==> config.mk <==
export PLATFORM = sky130hd
export DESIGN_NAME = irq_coalesce_ctrl
export DESIGN_NICKNAME = d
export VERILOG_FILES = /design/src/rtl/intc_pkg.sv /design/src/rtl/intc_unit_timer.sv /design/src/rtl/intc_flag_reg.sv /design/src/rtl/intc_hold_fsm.sv /design/src/rtl/irq_coalesce_ctrl.sv
export SDC_FILE = /design/constraint.sdc
export NUM_CORES = 1
export LEC_CHECK = 0
export BUFFER_PORTS_ARGS = -buffer_cell sky130_fd_sc_hd__buf_4
export CAP_MARGIN = 20
export CELL_PAD_IN_SITES_DETAIL_PLACEMENT = 0
export CELL_PAD_IN_SITES_GLOBAL_PLACEMENT = 1
export CORE_MARGIN = 4
export CORE_UTILIZATION = 41
export CTS_CLUSTER_DIAMETER = 80
export DETAILED_ROUTE_END_ITERATION = 6
export PLACE_DENSITY_LB_ADDON = 0.1
export SLEW_MARGIN = 15
export SYNTH_ARGS = -nofsm -noshare
export SYNTH_HDL_FRONTEND = slang
export SYNTH_SLANG_ARGS = --single-unit
==> constraint.sdc <==
create_clock -name clk -period 6.85 [get_ports clk]
set_input_delay 0.685 -clock clk [delete_from_list [all_inputs] [get_ports clk]]
set_output_delay 0.685 -clock clk [all_outputs]
set_load 0.05 [all_outputs]
==> src/rtl/intc_pkg.sv <==
package intc_pkg;

    localparam int unsigned REG_W  = 32;
    localparam int unsigned ADDR_W = 2;
    localparam int unsigned LANES  = REG_W / 8;

    // register word addresses
    localparam logic [ADDR_W-1:0] A_MAIN = 2'd0;
    localparam logic [ADDR_W-1:0] A_MASK = 2'd1;
    localparam logic [ADDR_W-1:0] A_DMA  = 2'd2;
    localparam logic [ADDR_W-1:0] A_COAL = 2'd3;

    // main flag positions that are derived internally
    localparam int unsigned B_DMA_RX  = 31;
    localparam int unsigned B_HW_ERR  = 29;
    localparam int unsigned B_PERIOD  = 28;
    localparam int unsigned B_DMA_TX  = 27;

    // DMA flag positions
    localparam int unsigned D_ERR   = 31;
    localparam int unsigned D_HIPRI = 30;

    localparam logic [REG_W-1:0] MAIN_DIRECT = 32'h0600_00CB;
    localparam logic [REG_W-1:0] MAIN_IMPL   = MAIN_DIRECT | 32'hB800_0000;
    localparam logic [REG_W-1:0] DMA_IMPL    = 32'hC003_0003;
    localparam logic [REG_W-1:0] DMA_RX_GRP  = 32'h4003_0000;
    localparam logic [REG_W-1:0] DMA_TX_GRP  = 32'h0000_0003;

    localparam logic [7:0] TMO_RESET = 8'h40;

    typedef enum logic [1:0] {
        ST_IDLE = 2'd0,
        ST_HOLD = 2'd1,
        ST_FIRE = 2'd2
    } hold_state_e;

endpackage

==> src/rtl/intc_unit_timer.sv <==
module intc_unit_timer #(
    parameter int unsigned TICKS_PER_UNIT = 32,
    parameter int unsigned LIMIT_W        = 8
) (
    input  logic               clk,
    input  logic               rst_n,
    input  logic               clear_i,
    input  logic               tick_i,
    input  logic [LIMIT_W-1:0] limit_i,
    output logic               expire_o
);
    localparam int unsigned SUB_W = (TICKS_PER_UNIT > 1) ? $clog2(TICKS_PER_UNIT) : 1;
    localparam logic [SUB_W-1:0] SUB_LAST = SUB_W'(TICKS_PER_UNIT - 1);

    typedef struct packed {
        logic [SUB_W-1:0]   sub;
        logic [LIMIT_W-1:0] unit;
    } tmr_t;

    tmr_t tmr_d, tmr_q;

    always_comb begin
        tmr_d    = tmr_q;
        expire_o = 1'b0;
        if (clear_i) begin
            tmr_d = '0;
        end else if (tick_i && (limit_i != '0)) begin
            if (tmr_q.sub == SUB_LAST) begin
                tmr_d.sub = '0;
                if (tmr_q.unit >= limit_i - LIMIT_W'(1)) begin
                    tmr_d.unit = '0;
                    expire_o   = 1'b1;
                end else begin
                    tmr_d.unit = tmr_q.unit + LIMIT_W'(1);
                end
            end else begin
                tmr_d.sub = tmr_q.sub + SUB_W'(1);
            end
        end
    end

    always_ff @(posedge clk) begin
        if (!rst_n) tmr_q <= '0;
        else        tmr_q <= tmr_d;
    end

    // prescaler never leaves its range (hold-off length, R7)
    assert_prescale_range_R7: assert property (@(posedge clk) disable iff (!rst_n)
        (32'(tmr_q.sub) < TICKS_PER_UNIT));

endmodule

==> src/rtl/intc_flag_reg.sv <==
module intc_flag_reg #(
    parameter int unsigned  W    = 32,
    parameter logic [W-1:0] IMPL = '1
) (
    input  logic         clk,
    input  logic         rst_n,
    input  logic [W-1:0] set_i,
    input  logic [W-1:0] clr_i,
    output logic [W-1:0] flags_o
);
    typedef struct packed {
        logic [W-1:0] flags;
    } flag_t;

    flag_t flg_d, flg_q;

    always_comb begin
        flg_d       = flg_q;
        flg_d.flags = ((flg_q.flags & ~clr_i) | set_i) & IMPL;
    end

    always_ff @(posedge clk) begin
        if (!rst_n) flg_q <= '0;
        else        flg_q <= flg_d;
    end

    assign flags_o = flg_q.flags;

    // a flag only drops after a write-one clear
    assert_flag_sticky_R2: assert property (@(posedge clk) disable iff (!rst_n)
        $past(rst_n) |-> ((($past(flags_o) & ~$past(clr_i)) & ~flags_o) == '0));

    // a setting event beats a same-cycle clear
    assert_set_wins_R5: assert property (@(posedge clk) disable iff (!rst_n)
        $past(rst_n) |-> ((($past(set_i) & IMPL) & ~flags_o) == '0));

endmodule

==> src/rtl/intc_hold_fsm.sv <==
module intc_hold_fsm
    import intc_pkg::*;
#(
    parameter int unsigned TICKS_PER_UNIT = 32,
    parameter int unsigned TMO_W          = 8
) (
    input  logic             clk,
    input  logic             rst_n,
    input  logic             pending_i,
    input  logic             bypass_i,
    input  logic             tick_i,
    input  logic [TMO_W-1:0] tmo_i,
    output logic             irq_o
);
    typedef struct packed {
        hold_state_e st;
    } fsm_t;

    fsm_t fsm_d, fsm_q;
    logic expire;

    intc_unit_timer #(
        .TICKS_PER_UNIT(TICKS_PER_UNIT),
        .LIMIT_W       (TMO_W)
    ) u_hold_tmr (
        .clk     (clk),
        .rst_n   (rst_n),
        .clear_i (fsm_q.st != ST_HOLD),
        .tick_i  (tick_i),
        .limit_i (tmo_i),
        .expire_o(expire)
    );

    always_comb begin
        fsm_d = fsm_q;
        unique case (fsm_q.st)
            ST_IDLE: begin
                if (pending_i) begin
                    if ((tmo_i == '0) || bypass_i) fsm_d.st = ST_FIRE;
                    else                           fsm_d.st = ST_HOLD;
                end
            end
            ST_HOLD: begin
                if (!pending_i)                fsm_d.st = ST_IDLE;
                else if (bypass_i || expire)   fsm_d.st = ST_FIRE;
            end
            ST_FIRE: begin
                if (!pending_i) fsm_d.st = ST_IDLE;
            end
            default: fsm_d.st = ST_IDLE;
        endcase
    end

    always_ff @(posedge clk) begin
        if (!rst_n) fsm_q.st <= ST_IDLE;
        else        fsm_q    <= fsm_d;
    end

    assign irq_o = (fsm_q.st == ST_FIRE);

    // leaving idle straight to asserted needs zero timeout or bypass
    assert_holdoff_R7: assert property (@(posedge clk) disable iff (!rst_n)
        ($past(fsm_q.st) == ST_IDLE && fsm_q.st == ST_FIRE)
        |-> ($past(tmo_i) == '0 || $past(bypass_i)));

    // a high line follows a cycle with masked-in flags pending
    assert_irq_pending_R6: assert property (@(posedge clk) disable iff (!rst_n)
        irq_o |-> $past(pending_i));

endmodule

==> src/rtl/irq_coalesce_ctrl.sv <==
module irq_coalesce_ctrl
    import intc_pkg::*;
#(
    parameter int unsigned TICKS_PER_UNIT = 32
) (
    input  logic              clk,
    input  logic              rst_n,
    input  logic              reg_wr_i,
    input  logic [ADDR_W-1:0] reg_addr_i,
    input  logic [REG_W-1:0]  reg_wdata_i,
    input  logic [LANES-1:0]  reg_be_i,
    output logic [REG_W-1:0]  reg_rdata_o,
    input  logic [REG_W-1:0]  src_evt_i,
    input  logic [REG_W-1:0]  dma_evt_i,
    input  logic              tick_us_i,
    output logic              host_irq_o
);
    localparam int unsigned TMO_W = 8;

    typedef struct packed {
        logic [REG_W-1:0] mask;
        logic [TMO_W-1:0] per;
        logic [TMO_W-1:0] tmo;
    } cfg_t;

    cfg_t cfg_d, cfg_q;

    logic [REG_W-1:0] lane_mask;
    logic [REG_W-1:0] wbits;
    logic [REG_W-1:0] main_set, main_clr, main_flags;
    logic [REG_W-1:0] dma_set, dma_clr, dma_flags;
    logic             per_expire;
    logic             pending, bypass;
    logic             rx_hit, tx_hit, err_hit;

    for (genvar g = 0; g < LANES; g++) begin : g_lane
        assign lane_mask[8*g +: 8] = {8{reg_be_i[g]}};
    end

    assign wbits = reg_wdata_i & lane_mask;

    // DMA events feeding the main summary flags
    assign rx_hit  = |(dma_evt_i & DMA_RX_GRP);
    assign tx_hit  = |(dma_evt_i & DMA_TX_GRP);
    assign err_hit = dma_evt_i[D_ERR];

    always_comb begin
        main_set           = src_evt_i & MAIN_DIRECT;
        main_set[B_DMA_RX] = rx_hit;
        main_set[B_DMA_TX] = tx_hit;
        main_set[B_HW_ERR] = err_hit;
        main_set[B_PERIOD] = per_expire;
    end

    assign main_clr = (reg_wr_i && reg_addr_i == A_MAIN) ? wbits : '0;
    assign dma_set  = dma_evt_i;
    assign dma_clr  = (reg_wr_i && reg_addr_i == A_DMA) ? wbits : '0;

    intc_flag_reg #(.W(REG_W), .IMPL(MAIN_IMPL)) u_main_flags (
        .clk    (clk),
        .rst_n  (rst_n),
        .set_i  (main_set),
        .clr_i  (main_clr),
        .flags_o(main_flags)
    );

    intc_flag_reg #(.W(REG_W), .IMPL(DMA_IMPL)) u_dma_flags (
        .clk    (clk),
        .rst_n  (rst_n),
        .set_i  (dma_set),
        .clr_i  (dma_clr),
        .flags_o(dma_flags)
    );

    // configuration registers
    always_comb begin
        cfg_d = cfg_q;
        if (reg_wr_i && reg_addr_i == A_MASK)
            cfg_d.mask = (cfg_q.mask & ~lane_mask) | wbits;
        if (reg_wr_i && reg_addr_i == A_COAL) begin
            if (reg_be_i[0]) cfg_d.tmo = reg_wdata_i[7:0];
            if (reg_be_i[1]) cfg_d.per = reg_wdata_i[15:8];
        end
    end

    always_ff @(posedge clk) begin
        if (!rst_n) begin
            cfg_q.mask <= '0;
            cfg_q.per  <= '0;
            cfg_q.tmo  <= TMO_RESET;
        end else begin
            cfg_q <= cfg_d;
        end
    end

    intc_unit_timer #(
        .TICKS_PER_UNIT(TICKS_PER_UNIT),
        .LIMIT_W       (TMO_W)
    ) u_period_tmr (
        .clk     (clk),
        .rst_n   (rst_n),
        .clear_i (cfg_q.per == '0),
        .tick_i  (tick_us_i),
        .limit_i (cfg_q.per),
        .expire_o(per_expire)
    );

    assign pending = |(main_flags & cfg_q.mask);
    assign bypass  = dma_flags[D_HIPRI] & main_flags[B_DMA_RX] & cfg_q.mask[B_DMA_RX];

    intc_hold_fsm #(
        .TICKS_PER_UNIT(TICKS_PER_UNIT),
        .TMO_W         (TMO_W)
    ) u_hold (
        .clk      (clk),
        .rst_n    (rst_n),
        .pending_i(pending),
        .bypass_i (bypass),
        .tick_i   (tick_us_i),
        .tmo_i    (cfg_q.tmo),
        .irq_o    (host_irq_o)
    );

    always_comb begin
        unique case (reg_addr_i)
            A_MAIN:  reg_rdata_o = main_flags;
            A_MASK:  reg_rdata_o = cfg_q.mask;
            A_DMA:   reg_rdata_o = dma_flags;
            default: reg_rdata_o = {16'h0, cfg_q.per, cfg_q.tmo};
        endcase
    end

endmodule

# Word-level counts from Yosys, hierarchy flattened

Cells that the tools add are included.

Add/sub/neg operators: 6
$lt $le $gt $ge: 2
Eq/ne operators: 11
Multiplexer cells: 21
Bitwise logic cells: 14
Reduce and logical (&&, ||, !) cells: 24

Operators by type and width:

| kind                | count |
|---|---|
| $and 32x32->32      | 5 |
| $not 32->32         | 3 |
| $or 32x32->32       | 3 |
| $pmux 32 s3         | 1 |
| $mux 32             | 2 |
| $reduce_or 32->1    | 1 |
| $add 8x1->8 const B | 2 |
| $ge 8x8->1          | 2 |
| $logic_not 8->1     | 2 |
| $mux 8              | 2 |
| $reduce_bool 8->1   | 2 |
| $sub 8x1->8 const B | 2 |
| $add 5x1->5 const B | 2 |
| $eq 5x5->1 const B  | 2 |
| $mux 2              | 5 |
| $mux 5              | 2 |
| $mux 1              | 8 |
| $reduce_and 2->1    | 4 |
| $eq 2x2->1 const B  | 3 |
| $logic_and 1x1->1   | 6 |
| $pmux 2 s3          | 1 |
| $reduce_or 2->1     | 3 |
| $eq 2x1->1 const B  | 2 |
| $logic_not 2->1     | 2 |
| 8 further kinds     | 11 |

Flip-flop bits (word level): 140
Input port bits: 106
Output and inout port bits: 33
Logic and storage cells: 90

# Longest topological paths before layout

Gate-level depths: netlist (run 1).

Word-level depth: 10
Gate-level depth with buffers: 11
Gate-level depth less buffers: 10

# Cells and area by module

A second synthesis (run 1) with hierarchy kept.

Cell total of the unflattened synthesis: 758
Area total of the unflattened synthesis: 6316.1 sq um

Modules (own cells, without submodules):

| module                        | times used | cells each | area each (sq um) | seq. area each (sq um) |
|---|---|---|---|---|
| irq_coalesce_ctrl             | 1          | 398        | 3194.3            | 960.9 |
| intc_unit_timer               | 2          | 122        | 998.5             | 260.2 |
| intc_flag_reg at u_main_flags | 1          | 56         | 544.3             | 220.2 |
| intc_flag_reg at u_dma_flags  | 1          | 45         | 446.7             | 120.1 |
| intc_hold_fsm                 | 1          | 15         | 133.9             | 40.0 |

# Least setup slack after synthesis (run 1)

Ideal clock, no wire load.

Path type: in2out
From: in reg_addr_i[1]
To: out reg_rdata_o[31]
Arrival: 2359 ps
Required time: 6165 ps
Path slack: 3806 ps
Stages: 4
Buffers on the path: 3
Path through: buf_2 > buf_2 > buf_2 > o21ai_0

Longest elaborated chain between the ends: 2
Elaborated cells between the ends (all ways): 4
Classes of those cells: eq/ne (2); mux (1); reduce/logical (1)

RTL lines:

| element                            | line                     | source |
|---|---|---|
| from (decl)                        | irq_coalesce_ctrl.sv:9   | `input logic [ADDR_W-1:0] reg_addr_i,` |
| $eq 2x2->1 (tied with other cells) | irq_coalesce_ctrl.sv:125 | `unique case (reg_addr_i)` |
| $pmux 32 s3 (*)                    | irq_coalesce_ctrl.sv:125 |  |
| to (decl)                          | irq_coalesce_ctrl.sv:12  | `output logic [REG_W-1:0] reg_rdata_o,` |

Every way passes the cells marked *; elsewhere a longest branch is shown, timed or not.

# Final worst setup path (run 1)

From: in reg_addr_i[0]
To: out reg_rdata_o[17]

Same word-level chain as after synthesis.

==> impl_metrics.toml, run 1 <==
[run_status]
status = "completed"

[sta]
setup_tns_ns = 0
tightest_slew_ns = 1.04
finalSetupViolations = 0
fin_skew_ns = 0.0107
maxSlewViolCount = 0
rsz0062_at_grt = "false"
min_period_over_period_pct = 45.5
fmax_mhz = 321
finalCriticalPeriod_ns = 3.12
hold_viol = 0
slew_headroom_pct = 30.5

[critical_path]
reg2reg_from = "cfg_q[2]"
reg2reg_slack_ns = 4.11
arrival_ns = 2.44
critical_path.max_fanout = 32
worstRegToRegCells = 9
r2r_end = "u_hold.fsm_q[0]"
startpoint_type = "input pin"
critPathKind = "input pin to primary output"
cp.required_ns = 6.16
endpoint_kind = "primary output"

[synthesis]
synth_adder_area_share_pct = 6.42
async_flop_share_pct = 0
synth_area_per_cell_sq_um = 8.12
synth_top_area_cell = "dfxtp_1"
ys_seq_area_share_pct = 36.8
yosys_register_bits = 93
syn_nets = 756
ys_types = 56
syn_area_sq_um = 5060
synth_area_leaders = "dfxtp_1 37%, nand2_1 11%, ha_1 6.4%"
muxShareOfSynthArea_pct = 5.26
synth-xor-area-share_pct = 2.25
postSynthCellCount = 624
yosys.area_share.simple_pct = 28.7
synthFlopType = "dfxtp_1"
netlist.area_leader.share_pct = 36.8
yosys_warnings = 0
synth_compound_area_share_pct = 17.4
synth_edf_count = 0
synth_top_family_by_area = "simple AND/OR/NAND/NOR gates"

[layout]
drive_gt1_share_pct = 16.9
final_cells = 866
finalInstanceArea_sq_um = 6100
fin_util_pct = 50.6
final_cell_mix = "148 x nand2_1, 93 x dfxtp_1, 87 x buf_4"
fin_nets = 825
antennaDiodeCount = 0
final_common_cell = "nand2_1"
syn2layout_area_growth_pct = 20.5

[cts]
path_clk_slew_ns = 0.07
cts_tree = "built"
cts-root-buf = "clkbuf_16"
numClockSinks = 93
ctsResizeCount = 0
h-tree-depth = 3
insertion_delay_ns = 0.35
cts_setup_buffers = 0
cts_buffer_depth = 2
postCtsHoldBufs = 0
cts_buffers = 9

[power]
internal_power_mw = 0.920
power_density_nw_per_um2 = 202
leakage_nw = 2.42
p_comb_share_pct = 11.3
clkPwrFrac_pct = 42.9
p_total_mw = 1.23
p_sw_mw = 0.315
swShare_pct = 25.5
p_seq_share_pct = 45.8
vdd_drop_max_mv = 0.144

[global_route]
grt_usage_pct = 18.3
antenna_found_initial = 0
grt_max_degree = 69
grt_pass1_wl_mm = 21.1
grt_pass1_vias = 4356
overflow = 0

[placement]
gp_congestion = 0.797
place_area_sq_um = 5790
dp_hpwl_mm = 9.04
io_buffers = 87
dp.cells = 850

[floorplanning]
die-area_sq_um = 14200
dieWidth_microns = 119
rows = 40
ios = 139
coreArea_sq_um = 12100
start_util_pct = 42.0
die_h_microns = 119

[routing]
first_pass_iters = 4
vias = 4541
post_drt_wl_per_cell_microns = 14.8
via_per_inst = 5.24
drcViolationCount = 0
drt_iter0_drc = 276
wl_mm = 12.8
ant_nets = 0

[job]
drv_cap = 0

[worst_hold_path]
hold_path.class = "flip-flop to flip-flop"
hold_depth = 2
[Yosys cell counts (4+ instances only)]
| cell type | instances |
|---|---|
| inv_1 | 7 |
| a22oi_1 | 5 |
| mux2i_1 | 21 |
| nand2_1 | 148 |
| a21boi_0 | 41 |
| nand2b_1 | 5 |
| xor2_1 | 7 |
| nor3_1 | 15 |
| a21oi_1 | 32 |
| o21ai_0 | 10 |
| nand4_1 | 9 |
| nand3_1 | 33 |
| dfxtp_1 | 93 |
| ha_1 | 26 |
| a31oi_1 | 11 |
| o21a_1 | 4 |
| clkbuf_1 | 13 |
| a21boi_1 | 8 |
| buf_2 | 11 |
| xnor2_1 | 6 |
| nor2_1 | 23 |
| and2_1 | 10 |
| nor2b_1 | 29 |
| and3_1 | 8 |
[per-stage QoR]
stage	setup slack [ns]	hold WS [ns]
6_report	3.73	0.457
5_1_grt	3.58	0.475
2_1_floorplan	3.81	0.434
4_1_cts	3.67	0.458
3_5_place_dp	3.68	0.448
3_3_place_gp	3.74	0.444
[cells by family after synthesis]
family,after synthesis
simple gates,302
compound gates,130
flops,93
buf+inv,36
fa+ha+maj,26
mux,24
xor+xnor,13
[worst max-delay path: stages]
cell and delay [ns]:
buf_4 0.36, nor2b_1 0.88, a22o_1 0.29, buf_4 0.20
[power groups by stage]
stage | Sequential, mW | Combinational, mW | Clock (mW)
floorplan | 0.574 | 0.0887 | 0
global placement | 0.577 | 0.138 | 0
detailed placement | 0.578 | 0.141 | 0
CTS | 0.565 | 0.142 | 0.540
global route | 0.567 | 0.154 | 0.562
finish | 0.565 | 0.140 | 0.529
[layer usage]
metal / vias up / share of wire [%] / track usage [%]
li1: 2307 / - / -
met1: 2148 / 45 / 22.6
met2: 82 / 49 / 30.8
met3: 4 / 5.0 / 5.41
met4: 0 / 0.58 / 5.00
met5: - / 0 / 0
[worst max path at each step]
stage	start	end	slack, ns	depth (start not counted)
6_report	reg_addr_i[0]	reg_rdata_o[17]	3.73	4
2_1_floorplan	reg_addr_i[1]	reg_rdata_o[31]	3.81	4
4_1_cts	reg_addr_i[0]	reg_rdata_o[17]	3.67	4
3_3_place_gp	reg_addr_i[0]	reg_rdata_o[17]	3.74	4
3_5_place_dp	reg_addr_i[0]	reg_rdata_o[17]	3.68	4
5_1_grt	reg_addr_i[0]	reg_rdata_o[17]	3.58	4
[layout make-up]
| type | count | area [sq um] |
|---|---|---|
| fillers | 1170 | 5960 |
| multi-input cells | 495 | 3040 |
| flip-flops and latches | 93 | 1860 |
| repair buffers | 87 | 653 |
| clock buffers | 12 | 256 |
| well taps | 168 | 210 |
| clock inverters | 4 | 55.1 |
| inverters | 7 | 26.3 |
Power figures use the tool's default switching activity.
==> inputs of run 2 (changes only) <==
Settings changed: ABC_AREA from default to 1, CORE_UTILIZATION 41 to 37.
Clock period 6.85 ns to 3.1 ns, I/O delays scaled along.
==> impl_metrics.toml, run 2 <==
[floorplanning]
rows = 41
ios = 139
start_util_pct = 38.4
die_h_microns = 123
dieWidth_microns = 123
coreArea_sq_um = 12800
die-area_sq_um = 15200

[routing]
post_drt_wl_per_cell_microns = 13.6
ant_nets = 0
wl_mm = 12.7
vias = 4498
drcViolationCount = 0
drt_iter0_drc = 296
via_per_inst = 4.80
first_pass_iters = 5

[layout]
antennaDiodeCount = 0
drive_gt1_share_pct = 17.9
final_cell_mix = "112 x nand2_1, 98 x inv_1, 93 x dfxtp_1"
final_common_cell = "nand2_1"
syn2layout_area_growth_pct = 22.1
final_cells = 937
fin_nets = 892
finalInstanceArea_sq_um = 6010

[sta]
hold_viol = 0
tightest_slew_ns = 0.767
fmax_mhz = 424
fin_skew_ns = 0.00734
slew_headroom_pct = 48.8
maxSlewViolCount = 0
finalSetupViolations = 0
min_period_over_period_pct = 76.0
setup_tns_ns = 0
worst_slack_ns = 0.744
finalCriticalPeriod_ns = 2.36
rsz0062_at_grt = "false"

[synthesis]
syn_nets = 813
yosys_register_bits = 93
synth-xor-area-share_pct = 3.73
synth_edf_count = 0
synth_area_leaders = "dfxtp_1 38%, nand2_1 8.5%, o21ai_0 8.1%"
yosys.area_share.simple_pct = 22.7
muxShareOfSynthArea_pct = 0
synthFlopType = "dfxtp_1"
async_flop_share_pct = 0
ys_seq_area_share_pct = 37.8
synth_area_per_cell_sq_um = 7.23
yosys_warnings = 0
netlist.area_leader.share_pct = 37.8
synth_compound_area_share_pct = 19.4
synth_top_family_by_area = "simple AND/OR/NAND/NOR gates"
syn_area_sq_um = 4920
synth_top_area_cell = "dfxtp_1"
postSynthCellCount = 681
synth_common_cells = "112 x nand2_1, 98 x inv_1, 93 x dfxtp_1"
synth.most_common_cell = "nand2_1"
synth_adder_area_share_pct = 6.61
ys_types = 39

[run_status]
status = "completed"

[placement]
dp.cells = 921
pre_cts_slack_ns = 0.738
gp_congestion = 0.814
dp_hpwl_mm = 9.39
place_area_sq_um = 5710
io_buffers = 87

[critical_path]
reg2reg_slack_ns = 0.74
reg2reg_from = "cfg_q[0]"
startpoint_type = "flip-flop"
arrival_ns = 2.60
cp-endpoint = "u_hold.fsm_q[1]"
worstRegToRegCells = 15
crit_start = "cfg_q[0]"
r2r_end = "u_hold.fsm_q[1]"
critPathKind = "flip-flop to flip-flop"
cp.required_ns = 3.35
endpoint_kind = "flip-flop"
critical_path.max_fanout = 7

[global_route]
antenna_found_initial = 0
grt_usage_pct = 17.7
grt_pass1_wl_mm = 21.0
grt_max_degree = 51
overflow = 0
grt_pass1_vias = 4364

[power]
power_density_nw_per_um2 = 492
vdd_drop_max_mv = 0.278
leakage_nw = 2.65

[worst_hold_path]
hold_path.class = "input pin to flip-flop"

[cts]
ctsResizeCount = 0
cts_tree = "built"
path_clk_slew_ns = 0.07
cts_buffer_depth = 2
numClockSinks = 93
cts_setup_buffers = 0
cts-root-buf = "clkbuf_16"
postCtsHoldBufs = 0
insertion_delay_ns = 0.35
cts_buffers = 9
h-tree-depth = 3

[job]
drv_cap = 0
run 2: cell types whose count changed after synthesis, moves of 21 or more:
cell      change
nor2_1       +36
mux2i_1      -21
a21oi_1      +43
a21boi_0     -41
o21ai_0      +70
nor2b_1      -29
inv_1        +91
nand2_1      -36
run 2: stage by stage:
| stage | utilization (%) | hold WS, ns | total power [mW] |
|---|---|---|---|
| 2_1_floorplan | - | 0.423 | 1.67 |
| 3_3_place_gp | 44.5 | 0.437 | 1.83 |
| 3_5_place_dp | 44.5 | 0.443 | 1.84 |
| 4_1_cts | 46.9 | 0.176 | 3.00 |
| 5_1_grt | 46.9 | 0.195 | 3.11 |
| 6_report | 46.9 | 0.192 | 2.96 |
run 2: logic make-up after synthesis:
group,Yosys count
xor gates and xnor gates,21
DFF,93
AOI/OAI and AO/OA,180
buffers and inverters,125
adders and majority gates,26
and+or+nand+nor,236
run 2: area by class of cell:
type	count	area [sq um]
clock inverters	4	56.3
repair buffers	88	661
well taps	172	215
inverters	105	394
clock buffers	12	246
fillers	1356	6810
flip-flops and latches	93	1860
multi-input cells	463	2580
run 2: how the worst min path moves through the flow:
stage,start,to,slack [ns],cells past startpoint
detailed placement,flip-flop,flip-flop,0.44,2
global route,reg_wdata_i[6],cfg_q[6],0.20,3
floorplan,reg_wdata_i[6],cfg_q[6],0.42,2
CTS,reg_wdata_i[6],cfg_q[6],0.18,3
finish,reg_wdata_i[6],cfg_q[6],0.19,3
global placement,flip-flop,flip-flop,0.44,2
run 2: metal layers:
| metal | vias up | global-route usage, % | wire [microns] |
|---|---|---|---|
| met2 | 85 | 28.5 | 5810 |
| met5 | - | 0 | 0 |
| met1 | 2029 | 22.6 | 6070 |
| met4 | 0 | 4.84 | 135 |
| met3 | 10 | 6.08 | 716 |
| li1 | 2374 | - | - |
run 2: critical path, stage by stage (launching register included):
cell and delay (ns):
dfxtp_1 0.30, inv_1 0.19, ha_1 0.23, nand2_1 0.09
nor3_1 0.21, xor2_1 0.17, inv_1 0.05, ha_1 0.26
nand2_1 0.06, o21a_1 0.19, nand2_1 0.11, nand2_2 0.08
nand2_1 0.12, nand3_1 0.07, nand2_1 0.07, nor2_1 0.04
run 2: power by group:
| part | internal, mW | switching, mW |
|---|---|---|
| Sequential | 1.25 | 0.0348 |
| Clock | 0.655 | 0.494 |
| Combinational | 0.189 | 0.335 |
==> inputs of run 3 (changes only) <==
Settings changed: ABC_AREA 1 to 0, CORE_UTILIZATION 37 to 38.
Clock period 3.1 ns to 2.41 ns, I/O delays scaled along.
==> impl_metrics.toml, run 3 (same netlist as run 1, synthesis figures left out) <==
[layout]
fin_nets = 844
final_common_cell = "nand2_1"
syn2layout_area_growth_pct = 24.2
drive_gt1_share_pct = 20.5
finalInstanceArea_sq_um = 6290
antennaDiodeCount = 0
final_cells = 889
final_cell_mix = "148 x nand2_1, 105 x buf_4, 91 x dfxtp_1"

[sta]
min_period_over_period_pct = 95.4
slew_headroom_pct = 54.0
holdWs_ns = 0.121
fin_skew_ns = 0.0102
fmax_mhz = 435
maxSlewViolCount = 0
worst_slack_ns = 0.111
finalCriticalPeriod_ns = 2.30
hold_viol = 0
tightest_slew_ns = 0.687
finalSetupViolations = 0

[floorplanning]
ios = 139
coreArea_sq_um = 12800
die_h_microns = 123
die-area_sq_um = 15200
start_util_pct = 39.5
dieWidth_microns = 123
rows = 41

[worst_hold_path]
hold_depth = 3
holdCritStartpoint = "src_evt_i[6]"
hold_path.class = "input pin to flip-flop"

[routing]
post_drt_wl_per_cell_microns = 14.8
first_pass_iters = 4
ant_nets = 0
wl_mm = 13.1
drt_iter0_drc = 311
vias = 4586
drcViolationCount = 0
via_per_inst = 5.16

[critical_path]
crit_chain = "buf_4 -> inv_1 -> ha_4 -> nand2_1 -> xor2_1 -> ha_1 -> o21a_1 -> a21oi_1 -> o31a_2 -> buf_4 -> nand4b_1 -> a31oi_1"
reg2reg_from = "cfg_q[1]"
crit_start = "cfg_q[1]"
worstRegToRegCells = 12
cp-endpoint = "u_hold.u_hold_tmr.tmr_q[2]"
cp.required_ns = 2.67
critPathKind = "flip-flop to flip-flop"
arrival_ns = 2.56
startpoint_type = "flip-flop"
critical_path.max_fanout = 6
critPathMaxStageDelay_ns = 0.32
slowest_stage = "dfxtp_1"
r2r_end = "u_hold.u_hold_tmr.tmr_q[2]"
endpoint_kind = "flip-flop"
reg2reg_slack_ns = 0.11
crit_top_cell = "buf_4"

[global_route]
antenna_found_initial = 0
grt_pass1_wl_mm = 21.4
grt_max_degree = 47
overflow = 0
grt_usage_pct = 17.8
grt_pass1_vias = 4389

[cts]
numClockSinks = 93
cts_buffers = 9
insertion_delay_ns = 0.34
cts-root-buf = "clkbuf_16"
cts_buffer_depth = 2
path_clk_slew_ns = 0.07
cts_tree = "built"
h-tree-depth = 3

[placement]
gp_congestion = 0.793
io_buffers = 87
dp.cells = 869
pre_cts_slack_ns = 0.0375
place_area_sq_um = 5910
dp_hpwl_mm = 9.51

[job]
drv_cap = 0

[power]
power_density_nw_per_um2 = 542
vdd_drop_max_mv = 0.376
leakage_nw = 2.50
p_total_mw = 3.41

[run_status]
status = "completed"
[run 3: cell count changes in the layout (fill, tap and decap cells not counted), moves of 17 or more]
cell / before / now
o21ai_0: 80 / 10
a21oi_1: 75 / 30
nor2b_1: 0 / 29
buf_4: 88 / 105
nor2_1: 59 / 23
inv_1: 98 / 6
mux2i_1: 0 / 21
nand2_1: 112 / 148
a21boi_0: 0 / 41
[run 3: metal layers]
metal	vias up	wire length, microns	part of all wire [%]	track usage [%]
met5	-	0	0	0
met4	0	65	0.49	4.43
met2	83	6220	47	28.6
met3	5	617	4.7	4.57
met1	2134	6240	47	23.9
li1	2364	-	-	-
[run 3: timing repair]
| action | in CTS | in global routing |
|---|---|---|
| hold buffers | 0 | 0 |
| buffers inserted | 0 | 3 |
| setup endpoints to repair | 0 | 19 |
| gates resized for setup | 0 | 15 |
[run 3: how the worst min path moves through the flow]
stage	slack (ns)	to
2_1_floorplan	0.37	cfg_q[6]
3_3_place_gp	0.44	flip-flop
3_5_place_dp	0.45	flip-flop
4_1_cts	0.11	u_main_flags.flags_o[6]
5_1_grt	0.12	u_main_flags.flags_o[27]
6_report	0.12	u_main_flags.flags_o[6]
[run 3: through the flow]
| stage | utilization (%) | TNS [ns] |
|---|---|---|
| 3_3_place_gp | 46.1 | 0 |
| 5_1_grt | 49.1 | -0.000891 |
| 2_1_floorplan | - | 0 |
| 3_5_place_dp | 46.1 | 0 |
| 4_1_cts | 48.3 | 0 |
| 6_report | 49.1 | 0 |
[run 3: critical path: cells and delay by family, from the launching register on]
kind / cells / cell delay, ns
AOI/OAI and AO/OA: 4 / 0.70
xor gates and xnor gates: 1 / 0.15
adders and majority gates: 2 / 0.47
buffers and inverters: 3 / 0.42
DFF: 1 / 0.32
and+or+nand+nor: 2 / 0.16
[run 3: final cells by class]
type                            instances  area [sq um]
Clock buffer                           12           256
Sequential cell                        93          1860
Tap cell                              172           215
Multi-Input combinational cell        496          3110
Inverter                                7          26.3
Timing Repair Buffer                  105           788
Clock inverter                          4          32.5
Fill cell                            1292          6530
[run 3: power by group]
| group | switching [mW] | internal, mW |
|---|---|---|
| combinational | 0.233 | 0.186 |
| clock | 0.626 | 0.761 |
| sequential | 0.0312 | 1.57 |
| total | 0.890 | 2.52 |
